<file path="config.mk">
export PLATFORM = sky130hd
export DESIGN_NAME = adc_seq_ctrl
export DESIGN_NICKNAME = d
export VERILOG_FILES = /design/src/rtl/adc_seq_pkg.sv /design/src/rtl/adc_seq_trig.sv /design/src/rtl/adc_seq_core.sv /design/src/rtl/adc_seq_regs.sv /design/src/rtl/adc_seq_ctrl.sv
export SDC_FILE = /design/constraint.sdc
export NUM_CORES = 1
export LEC_CHECK = 0
export ABC_AREA = 1
export CORE_MARGIN = 2
export CORE_UTILIZATION = 41
export CTS_CLUSTER_SIZE = 30
export DETAILED_ROUTE_END_ITERATION = 7
export GPL_TIMING_DRIVEN = 0
export PLACE_DENSITY = 0.73
export REMOVE_ABC_BUFFERS = 1
export SYNTH_ARGS = -nofsm -noshare
export SYNTH_HDL_FRONTEND = slang
export SYNTH_SLANG_ARGS = --single-unit
</file>
<file path="constraint.sdc">
create_clock -name clk -period 1.3 [get_ports clk]
set_input_delay 0.39 -clock clk [delete_from_list [all_inputs] [get_ports clk]]
set_output_delay 0.39 -clock clk [all_outputs]
set_load 0.03 [all_outputs]
</file>
<file path="src/rtl/adc_seq_pkg.sv">
package adc_seq_pkg;

  typedef enum logic [1:0] {
    TRG_FALL = 2'b00,
    TRG_RISE = 2'b01,
    TRG_LOW  = 2'b10,
    TRG_HIGH = 2'b11
  } trig_mode_e;

  localparam int CFG_LEN_W = 4;

  typedef struct packed {
    logic                 trig_en;
    trig_mode_e           mode;
    logic                 irq_en;
    logic [CFG_LEN_W-1:0] len;
  } seq_cfg_t;

  localparam seq_cfg_t CFG_RESET = '{trig_en: 1'b0, mode: TRG_FALL,
                                     irq_en: 1'b0, len: 4'd4};

endpackage

</file>
<file path="src/rtl/adc_seq_trig.sv">
module adc_seq_trig
  import adc_seq_pkg::*;
#(
  parameter int SYNC_STAGES = 2
) (
  input  logic       clk,
  input  logic       rst_n,
  input  logic       ext_trig,
  input  logic       trig_en,
  input  trig_mode_e mode,
  output logic       trig_hit
);

  logic [SYNC_STAGES-1:0] sync_q;
  logic                   prev_q;
  logic                   cur;

  assign cur = sync_q[SYNC_STAGES-1];

  always_ff @(posedge clk or negedge rst_n) begin
    if (!rst_n) begin
      sync_q <= '0;
      prev_q <= 1'b0;
    end else begin
      sync_q <= {sync_q[SYNC_STAGES-2:0], ext_trig};
      prev_q <= cur;
    end
  end

  always_comb begin
    unique case (mode)
      TRG_FALL: trig_hit = ~cur & prev_q;
      TRG_RISE: trig_hit = cur & ~prev_q;
      TRG_LOW:  trig_hit = ~cur;
      default:  trig_hit = cur;
    endcase
    trig_hit = trig_hit & trig_en;
  end

endmodule

</file>
<file path="src/rtl/adc_seq_core.sv">
module adc_seq_core #(
  parameter int LEN_W   = 4,
  parameter int MAX_LEN = 8,
  parameter int CHAN_W  = 3
) (
  input  logic              clk,
  input  logic              rst_n,
  input  logic [LEN_W-1:0]  len_field,
  input  logic              start_req,
  input  logic              abort,
  input  logic              clr_cplt,
  input  logic              conv_done,
  output logic              busy,
  output logic              cplt,
  output logic              conv_start,
  output logic [CHAN_W-1:0] conv_chan,
  output logic [CHAN_W-1:0] last_idx
);

  logic start_go;
  logic done_ok;
  logic final_done;

  always_comb begin
    if (len_field == '0 || int'(len_field) > MAX_LEN)
      last_idx = CHAN_W'(MAX_LEN - 1);
    else
      last_idx = CHAN_W'(int'(len_field) - 1);
  end

  assign start_go   = start_req & ~busy & ~abort;
  assign done_ok    = conv_done & busy & ~abort;
  assign final_done = done_ok & (conv_chan == last_idx);

  always_ff @(posedge clk or negedge rst_n) begin
    if (!rst_n) begin
      busy       <= 1'b0;
      conv_start <= 1'b0;
      conv_chan  <= '0;
    end else begin
      conv_start <= 1'b0;
      if (abort) begin
        busy      <= 1'b0;
        conv_chan <= '0;
      end else if (start_go) begin
        busy       <= 1'b1;
        conv_chan  <= '0;
        conv_start <= 1'b1;
      end else if (done_ok) begin
        if (final_done) begin
          busy      <= 1'b0;
          conv_chan <= '0;
        end else begin
          conv_chan  <= conv_chan + 1'b1;
          conv_start <= 1'b1;
        end
      end
    end
  end

  always_ff @(posedge clk or negedge rst_n) begin
    if (!rst_n)                     cplt <= 1'b0;
    else if (final_done)            cplt <= 1'b1;
    else if (start_go || clr_cplt)  cplt <= 1'b0;
  end

endmodule

</file>
<file path="src/rtl/adc_seq_regs.sv">
module adc_seq_regs
  import adc_seq_pkg::*;
#(
  parameter int DATA_W = 8,
  parameter int CHAN_W = 3
) (
  input  logic              clk,
  input  logic              rst_n,
  input  logic              reg_wr,
  input  logic [1:0]        reg_addr,
  input  logic [DATA_W-1:0] reg_wdata,
  input  logic              busy,
  input  logic              cplt,
  input  logic [CHAN_W-1:0] chan,
  output seq_cfg_t          cfg,
  output logic              cfg_wr,
  output logic              sw_start,
  output logic              clr_cplt,
  output logic              irq_flag,
  output logic [DATA_W-1:0] reg_rdata
);

  localparam logic [1:0] ADDR_CFG  = 2'd0;
  localparam logic [1:0] ADDR_STAT = 2'd1;

  assign cfg_wr   = reg_wr && reg_addr == ADDR_CFG;
  assign sw_start = reg_wr && reg_addr == ADDR_STAT && reg_wdata[0];
  assign clr_cplt = reg_wr && reg_addr == ADDR_STAT && reg_wdata[1];
  assign irq_flag = cfg.irq_en & cplt;

  always_ff @(posedge clk or negedge rst_n) begin
    if (!rst_n)      cfg <= CFG_RESET;
    else if (cfg_wr) cfg <= seq_cfg_t'(reg_wdata[$bits(seq_cfg_t)-1:0]);
  end

  always_comb begin
    reg_rdata = '0;
    unique case (reg_addr)
      ADDR_CFG: reg_rdata[$bits(seq_cfg_t)-1:0] = cfg;
      ADDR_STAT: begin
        reg_rdata[0]          = busy;
        reg_rdata[1]          = cplt;
        reg_rdata[2]          = irq_flag;
        reg_rdata[4 +: CHAN_W] = chan;
      end
      default: reg_rdata = '0;
    endcase
  end

endmodule

</file>
<file path="src/rtl/adc_seq_ctrl.sv">
module adc_seq_ctrl
  import adc_seq_pkg::*;
#(
  parameter int DATA_W      = 8,
  parameter int MAX_LEN     = 8,
  parameter int SYNC_STAGES = 2,
  localparam int CHAN_W     = $clog2(MAX_LEN)
) (
  input  logic              clk,
  input  logic              rst_n,
  input  logic              reg_wr,
  input  logic [1:0]        reg_addr,
  input  logic [DATA_W-1:0] reg_wdata,
  output logic [DATA_W-1:0] reg_rdata,
  input  logic              ext_trig,
  output logic              conv_start,
  output logic [CHAN_W-1:0] conv_chan,
  input  logic              conv_done,
  output logic              irq
);

  seq_cfg_t          cfg;
  logic              cfg_wr;
  logic              sw_start;
  logic              clr_cplt;
  logic              trig_hit;
  logic              seq_busy;
  logic              seq_cplt;
  logic              irq_flag;
  logic [CHAN_W-1:0] last_idx;

  adc_seq_regs #(.DATA_W(DATA_W), .CHAN_W(CHAN_W)) u_regs (
    .clk, .rst_n, .reg_wr, .reg_addr, .reg_wdata,
    .busy(seq_busy), .cplt(seq_cplt), .chan(conv_chan),
    .cfg, .cfg_wr, .sw_start, .clr_cplt, .irq_flag, .reg_rdata
  );

  adc_seq_trig #(.SYNC_STAGES(SYNC_STAGES)) u_trig (
    .clk, .rst_n, .ext_trig, .trig_en(cfg.trig_en), .mode(cfg.mode), .trig_hit
  );

  adc_seq_core #(.LEN_W(CFG_LEN_W), .MAX_LEN(MAX_LEN), .CHAN_W(CHAN_W)) u_core (
    .clk, .rst_n, .len_field(cfg.len), .start_req(sw_start | trig_hit),
    .abort(cfg_wr), .clr_cplt, .conv_done,
    .busy(seq_busy), .cplt(seq_cplt), .conv_start, .conv_chan, .last_idx
  );

  assign irq = irq_flag;

endmodule

</file>
## After elaboration in Yosys (flattened, before gate mapping)

Cells that the tools add are included.

- Add/sub/neg operators: 2
- Order comparisons: 1
- Equal/unequal tests: 4
- Mux-type cells: 20
- Bitwise operators: 14
- Reductions and logical operators: 13

Operators with widths:

| cell | number |
|---|---|
| 3-bit 2-to-1 mux | 5 |
| 1-bit 2-to-1 mux | 12 |
| 3-bit case mux with 2 select lines | 2 |
| 1-bit bitwise AND | 9 |
| 3-bit nonzero test | 2 |
| 2-bit by 1-bit equality test with 1-bit output, second input constant | 2 |
| 4-bit > comparator, second input constant | 1 |
| 1-bit logical AND | 4 |
| 2-bit logical NOT | 2 |
| 4-bit logical NOT | 1 |
| 1-bit NOT | 4 |
| 3-bit by 1-bit adder with 3-bit output, second input constant | 1 |
| 3-bit equality test | 1 |
| 1-bit case mux with 3 select lines | 1 |
| 3-bit by 1-bit subtractor with 3-bit output, second input constant | 1 |
| 2-bit equality test, second input constant | 1 |
| 1-bit logical OR | 2 |
| 2-bit AND reduction | 1 |
| 2-bit nonzero test | 1 |
| 1-bit bitwise OR | 1 |

- Register bits: 17
- Output and inout port bits: 13
- Word-level logic and storage cells: 64

## Logic depth before layout (Yosys ltp)

Gate-level depths: netlist of run 1.

- Word-level depth: 10
- Depth in mapped cells: 12
- Depth with buffers taken out: 12

## By module

A second synthesis of run 1 with hierarchy kept.

- Cells, all modules: 151
- Area, all modules: 1058.5 um^2

By module, submodules not included:

| module | times used | cells each | area each (um^2) | sequential area each (um^2) |
|---|---|---|---|---|
| adc_seq_regs | 1 | 68 | 471.7 | 201.4 |
| adc_seq_core | 1 | 66 | 454.2 | 150.1 |
| adc_seq_trig | 1 | 14 | 121.4 | 75.1 |
| adc_seq_ctrl | 1 | 3 | 11.3 | 0.0 |

## Worst setup path before layout of run 1

No wires, ideal clock.

- Kind: flip-flop to output port
- From: reg u_core.conv_chan[0]
- To: out reg_rdata[4]
- Arrival: 1368 ps
- Path slack: -458 ps
- Cell stages (with the launch flop): 3
- Path buffers: 0
- Path through: dfrtp_1 -> inv_1 -> o21ai_0

- Longest elaborated chain between the ends: 1

Ends and longest elaborated chain:

| element | line | source |
|---|---|---|
| start, declared | adc_seq_core.sv:16 | `output logic [CHAN_W-1:0] conv_chan,` |
| start signal, assigned | adc_seq_core.sv:54 | `conv_chan <= conv_chan + 1'b1;` |
| 3-bit case mux with 2 select lines | adc_seq_regs.sv:38 | `unique case (reg_addr)` |
| end, declared | adc_seq_ctrl.sv:14 | `output logic [DATA_W-1:0] reg_rdata,` |

No other way between the ends.

## Worst setup path after layout of run 1

- From: reg u_regs.cfg[2] (netlist name)
- To: reg u_core.busy

- Longest elaborated chain between the ends: 7
- Elaborated cells between the ends (all ways): 9

Ends and longest elaborated chain:

| element | line | source |
|---|---|---|
| 4-bit > comparator / 4-bit logical NOT (equally long branches) | adc_seq_core.sv:25 | `if (len_field == '0 \|\| int'(len_field) > MAX_LEN)` |
| 1-bit logical OR | adc_seq_core.sv:25 |  |
| 3-bit 2-to-1 mux * | adc_seq_core.sv:25 |  |
| 3-bit equality test * | adc_seq_core.sv:33 | `assign final_done = done_ok & (conv_chan == last_idx);` |
| 1-bit bitwise AND * | adc_seq_core.sv:33 |  |
| 3-bit nonzero test (no line) * | n/a |  |
| 2-bit AND reduction (no line) * | n/a |  |
| end signal, assigned | adc_seq_core.sv:37 | `busy <= 1'b0;` |
| end signal, assigned | adc_seq_core.sv:43 | `busy <= 1'b0;` |
| end signal, assigned | adc_seq_core.sv:46 | `busy <= 1'b1;` |
| end, declared | adc_seq_core.sv:13 | `output logic busy,` |

Every way passes the cells marked *; elsewhere a longest branch is shown, timed or not.
A chain may end at the register's enable or synchronous reset.

==> results of run 1 <==
==> final timing paths <==
path	start	to	slack, ns	cells after the start
hold / removal	u_trig.sync_q[0]	u_trig.sync_q[1]	0.36	0
setup / recovery	u_regs.cfg[2]	u_core.busy	-0.32	10
hold reg to reg	u_trig.sync_q[0]	u_trig.sync_q[1]	0.36	0
max in group asynchronous	rst_n	u_core.conv_chan[1]	0.28	1
setup reg to reg	u_regs.cfg[2]	u_core.busy	-0.32	10
min in group asynchronous	rst_n	u_trig.sync_q[0]	0.53	1
==> critical path: stages, from the launching register on <==
cell     delay (ns)
dfstp_2        0.54
inv_2          0.04
buf_6          0.12
nand2_4        0.05
nand2_4        0.06
nand2_4        0.09
nand3_2        0.10
nand2_2        0.13
nand4_1        0.18
nand2_1        0.13
nand2_1        0.06
==> metal layers <==
metal,track usage [%],vias to the layer above
met5,0,-
met1,25.4,528
met2,36.7,58
met4,7.69,0
li1,-,508
met3,7.14,10
==> area by class of cell <==
cell class	count	share of cell area (%)
timing repair buffer	48	28.1
inverter	20	5.07
tap	28	2.15
clock buffer	3	1.38
sequential	17	26.2
clock inverter	1	0.307
multi-input combinational	91	36.7
==> state kept, by name, summed over array words and instances, names as in the netlist <==
name / cells
u_core.busy: 1
u_core.conv_chan: 3
u_core.conv_start: 1
u_core.cplt: 1
u_regs.cfg: 8
u_trig.prev_q: 1
u_trig.sync_q: 2
==> synthesized netlist by cell type, drive strengths merged <==
master / number
nand3: 9
inv: 20
buf: 2
o22ai: 3
o21ai: 13
a21oi: 1
dfrtp: 16
nand2: 48
nor2: 12
ha: 2
nand4: 1
dfstp: 1
==> through the flow <==
step | setup WS [ns] | cells | power [mW] | utilization [%] | TNS [ns]
2_1_floorplan | -0.458 | 126 | 1.31 | - | -2.16
3_3_place_gp | -1.16 | 181 | 1.61 | 56.6 | -17.40
3_5_place_dp | -1.18 | 181 | 1.63 | 56.6 | -17.85
4_1_cts | -0.267 | 197 | 2.18 | 66.1 | -2.25
5_1_grt | -0.416 | 208 | 2.68 | 73.6 | -4.04
6_report | -0.319 | 208 | 2.55 | 73.6 | -3.16
==> kinds of logic (layout without fill, tap and decap cells) <==
| logic type | after synthesis | count (layout) | share of synthesized area [%] |
|---|---|---|---|
| AND/OR/NAND/NOR | 70 | 72 | 34.4 |
| flip-flops | 17 | 17 | 44.3 |
| adder cells (fa/ha/maj) | 2 | 2 | 2.60 |
| buffers and inverters | 22 | 72 | 9.48 |
| AO/OA/AOI/OAI | 17 | 17 | 9.22 |
==> what timing repair did <==
action	CTS	global route
setup buffers	10	11
pin swaps	21	14
cloned	2	0
endpoints found under the setup margin	27	25
resized for setup	136	22
==> power by group through the flow <==
stage                     Clock (mW)  Combinational, mW  Sequential (mW)
after floorplan                    0              0.495            0.814
after CTS                      0.292               1.14            0.745
after global routing           0.327               1.58            0.768
final                          0.297               1.49            0.761
after detailed placement           0              0.886            0.740
after global placement             0              0.872            0.734
==> results.py, run 1 <==
metrics = {
    "critical_path": {
        "setup.worst_path.end_class": "register",
        "crit_fanout": 4,
        "critPathRequiredTime_ns": 1.50,
        "crit_arrival_ns": 1.82,
        "crit_type": "reg2reg",
        "start_kind": "register",
    },
    "power_and_ir_drop": {
        "p_switching_mw": 1.11,
        "p_per_area_nw_per_um2": 1560,
        "p_leak_nw": 0.807,
        "power.internal_mw": 1.43,
        "p_comb_share_pct": 58.5,
        "vdd_drop_max_mv": 1.10,
        "swShare_pct": 43.7,
        "clkPwrFrac_pct": 11.7,
        "seq_power_share_pct": 29.9,
    },
    "placed_design": {
        "portBuffers": 27,
        "dp_hpwl_um": 1590,
        "placedInstanceArea_um2": 1250,
        "gp_congestion": 0.824,
    },
    "status": {
        "violations": "setup timing",
        "status": "finished with violations",
    },
    "timing": {
        "setup_viol": 18,
        "grt_setup_unrepaired": "yes",
        "slew_violations": 0,
        "max_freq_mhz": 618,
        "tightestPinTransition_ns": 0.785,
        "slew-limit-headroom_pct": 47.5,
        "fin_crit_sh_pct": 125,
        "whs_ns": 0.359,
        "finalHoldViolations": 0,
        "setup_ws_ns": -0.319,
        "finClkSkew_ns": 0.00539,
        "fin_crit_ns": 1.62,
    },
    "final_layout": {
        "fillers": 170,
        "num_antenna_cells": 0,
        "syn2layout_area_growth_pct": 69.0,
        "multi_input_area_um2": 598,
        "seq_area_um2": 427,
        "stdcell_area_um2": 1630,
        "layout.nets": 198,
        "layout_commonest_cell": "nand2_1",
        "layout_common_cells": "nand2_1 (33), buf_6 (18), buf_4 (17), dfrtp_1 (16), inv_2 (12)",
        "drive_above_1_share_pct": 51.1,
    },
    "die": {
        "die_w_um": 52.5,
        "die_y_um": 52.5,
        "die_area_um2": 2750,
        "io_pins": 28,
        "coreArea_um2": 2210,
        "initial_core_util_pct": 43.6,
        "num_rows": 17,
    },
    "clock_tree": {
        "root_buffer": "clkbuf_4",
        "numCtsBuffers": 3,
        "clock_sinks": 17,
        "htree_num_levels": 1,
        "clockBufferDepth": 2,
        "ctsHoldBuffers": 0,
        "clkTransAtPathRegs_ns": 0.11,
        "cts_tree": "yes",
        "clock_latency_ns": 0.30,
    },
    "synthesis": {
        "syn-instance-count": 128,
        "synth_top_cell_by_area": "dfrtp_1",
        "postSynthAreaPerCell_um2": 7.53,
        "ys_ff_latch": 17,
        "ys_top_cells_by_area": "dfrtp_1 (42%), nand2_1 (17%), inv_1 (6.2%), o21ai_0 (5.7%), nand3_1 (4.7%)",
        "ys_warn_count": 0,
        "ys_types": 19,
        "ys_seq_area_share_pct": 44.3,
        "synth.top_cell.area_share_pct": 41.6,
        "syn_area_um2": 963,
    },
    "routing": {
        "met2_length_um": 1650,
        "wire_per_inst_um": 15.0,
        "dr.pass1.iters": 4,
        "top_layer": "met4",
        "final_antenna_net_count": 0,
        "dr_wl_met3_um": 217,
        "totalWireLength_um": 3130,
        "viasPerCell": 5.31,
        "met1_length_um": 1190,
        "drtIter0Drc": 44,
        "drc": 0,
        "num_vias": 1104,
    },
    "worst_hold_path": {
        "hold_class": "reg2reg",
    },
    "global_routing": {
        "gr-total-overflow": 0,
        "grt_pass1_vias": 997,
        "grt_pass1_wl_um": 4280,
        "antenna_found_initial": 0,
        "grt_start_max_net_pins": 18,
        "track_usage_pct": 21.7,
    },
    "flow_run": {
        "maxCapViolCount": 0,
    },
}
Note: power is estimated with default switching activity, not from simulation.
==> run 2: changes to the inputs <==
--- a/config.mk
+++ b/config.mk
@@ -10,9 +10,11 @@
 export CORE_UTILIZATION = 41
 export CTS_CLUSTER_SIZE = 30
 export DETAILED_ROUTE_END_ITERATION = 7
+export GPL_ROUTABILITY_DRIVEN = 0
 export GPL_TIMING_DRIVEN = 0
 export PLACE_DENSITY = 0.73
 export REMOVE_ABC_BUFFERS = 1
 export SYNTH_ARGS = -nofsm -noshare
 export SYNTH_HDL_FRONTEND = slang
 export SYNTH_SLANG_ARGS = --single-unit
+export TNS_END_PERCENT = 5
==> results.py, run 2 (same netlist as run 1, synthesis figures left out) <==
metrics = {
    "routing": {
        "totalWireLength_um": 2430,
        "final_antenna_net_count": 0,
        "wire_per_inst_um": 12.7,
        "drc": 0,
        "num_vias": 956,
        "dr.pass1.iters": 4,
        "drtIter0Drc": 22,
        "viasPerCell": 4.98,
    },
    "worst_hold_path": {
        "hp-start": "u_trig.sync_q[0]",
        "holdPathEnd": "u_trig.sync_q[1]",
        "hold_class": "reg2reg",
        "min_delay_path_depth": 0,
    },
    "global_routing": {
        "gr-total-overflow": 0,
        "track_usage_pct": 19.5,
        "antenna_found_initial": 0,
        "grt_pass1_wl_um": 3860,
        "grt_pass1_vias": 925,
        "grt_start_max_net_pins": 18,
    },
    "power_and_ir_drop": {
        "p_comb_share_pct": 51.3,
        "p_leak_nw": 0.696,
        "clkPwrFrac_pct": 13.5,
        "p_total_mw": 2.11,
        "power.internal_mw": 1.19,
        "p_per_area_nw_per_um2": 1480,
        "seq_power_share_pct": 35.2,
        "p_switching_mw": 0.923,
        "vdd_drop_max_mv": 1.08,
        "swShare_pct": 43.7,
    },
    "timing": {
        "fin_crit_ns": 1.57,
        "tightestPinTransition_ns": 0.763,
        "setup_viol": 19,
        "setup_tns_ns": -2.89,
        "whs_ns": 0.360,
        "grt_setup_unrepaired": "yes",
        "finalHoldViolations": 0,
        "setup_ws_ns": -0.273,
        "max_freq_mhz": 636,
        "fin_crit_sh_pct": 121,
        "finClkSkew_ns": 0.00268,
        "slew_violations": 0,
        "slew-limit-headroom_pct": 49.0,
    },
    "final_layout": {
        "drive_above_1_share_pct": 40.2,
        "reg_top3": "u_regs.cfg: 8 flops, u_core.conv_chan: 3 flops, u_trig.sync_q: 2 flops",
        "largest-register": "u_regs.cfg",
        "fin_cells": 192,
        "layout_common_cells": "nand2_1 (38), dfrtp_1 (16), inv_2 (13), clkdlybuf4s50_1 (12), buf_6 (8)",
        "num_antenna_cells": 0,
        "syn2layout_area_growth_pct": 48.1,
        "layout.nets": 182,
        "layout_commonest_cell": "nand2_1",
        "largest_reg_flops": 8,
    },
    "die": {
        "die_w_um": 52.5,
        "die_y_um": 52.5,
        "die_area_um2": 2750,
        "io_pins": 28,
        "initial_core_util_pct": 43.6,
        "num_rows": 17,
        "coreArea_um2": 2210,
    },
    "critical_path": {
        "timing.reg2reg.setup_slack_ns": -0.24,
        "crit_type": "reg2out",
        "start_kind": "register",
        "r2r-start": "u_regs.cfg[0]",
        "crit_fanout": 3,
        "reg2reg_to": "u_core.busy",
        "setup.worst_path.end_class": "output pin",
        "critical_path.most_common_cell": "buf_6",
        "path_cells": "inv_2, buf_6, o22ai_4, buf_6",
        "cp_slowest_cell": "dfrtp_1",
        "critPathRequiredTime_ns": 0.91,
        "max_stage_delay_ns": 0.40,
        "crit_arrival_ns": 1.18,
        "rr_worst_depth": 11,
    },
    "status": {
        "status": "finished with violations",
        "violations": "setup timing",
    },
    "clock_tree": {
        "numCtsBuffers": 3,
        "ctsHoldBuffers": 0,
        "clock_latency_ns": 0.29,
        "clockBufferDepth": 2,
        "clock_sinks": 17,
        "cts_tree": "yes",
        "clkTransAtPathRegs_ns": 0.10,
        "htree_num_levels": 1,
        "root_buffer": "clkbuf_4",
    },
    "placed_design": {
        "portBuffers": 27,
        "dp_hpwl_um": 1590,
        "dp.cells": 181,
    },
    "flow_run": {
        "maxCapViolCount": 0,
    },
}
run 2: cell count changes in the layout (fill, tap and decap cells not counted), moves of 2 or more:
cell	change
nand2_1	+5
buf_6	-10
inv_4	-2
nand2_2	-4
nand3_1	+4
clkdlybuf4s15_2	+3
buf_4	-10
nand3_2	-3
run 2: how the worst max path moves through the flow:
stage	from	to	slack, ns
3_5_place_dp	reg_addr[0]	reg_rdata[4]	-1.18
3_3_place_gp	reg_addr[0]	reg_rdata[5]	-1.16
5_1_grt	u_regs.cfg[0]	u_core.busy	-0.34
4_1_cts	u_regs.cfg[2]	reg_rdata[2]	-0.27
2_1_floorplan	u_core.conv_chan[0]	reg_rdata[4]	-0.46
6_report	u_regs.cfg[0]	reg_rdata[0]	-0.27
run 2: cell type report:
type	instances	area, um2
Inverter	20	77.6
Tap cell	28	35.0
Multi-Input combinational cell	91	553
Timing Repair Buffer	32	307
Fill cell	212	786
Clock inverter	1	5.00
Clock buffer	3	22.5
Sequential cell	17	427
run 2: metal layers:
layer,vias up,track usage [%],routed length [um]
met1,460,23.0,1050
met5,-,0,0
met2,21,32.5,1250
li1,471,-,-
met4,0,6.84,35
met3,4,7.14,100
run 2: power groups by stage:
stage / registers [mW] / clock network (mW) / logic, mW
final: 0.744 / 0.286 / 1.08
after global routing: 0.760 / 0.319 / 1.18
after CTS: 0.734 / 0.292 / 0.950
after detailed placement: 0.740 / 0 / 0.886
after global placement: 0.734 / 0 / 0.872
after floorplan: 0.814 / 0 / 0.495
run 2: repair_timing:
action,4_1_cts,5_1_grt
setup endpoints to repair,27,26
buffers inserted,2,3
cloned,2,0
resized for setup,96,31
pin swaps,7,7
run 2: critical path: cells and delay by family (launching register included):
family          cells  cell delay [ns]
buf+inv             3             0.34
flops               1             0.40
compound gates      1             0.14
run 2: stage by stage:
stage / setup slack [ns] / utilization [%] / area [um2]
final: -0.273 / 64.5 / 1430
after floorplan: -0.458 / - / 947
after global routing: -0.342 / 64.5 / 1430
after global placement: -1.16 / 56.6 / 1250
after CTS: -0.267 / 60.7 / 1340
after detailed placement: -1.18 / 56.6 / 1250
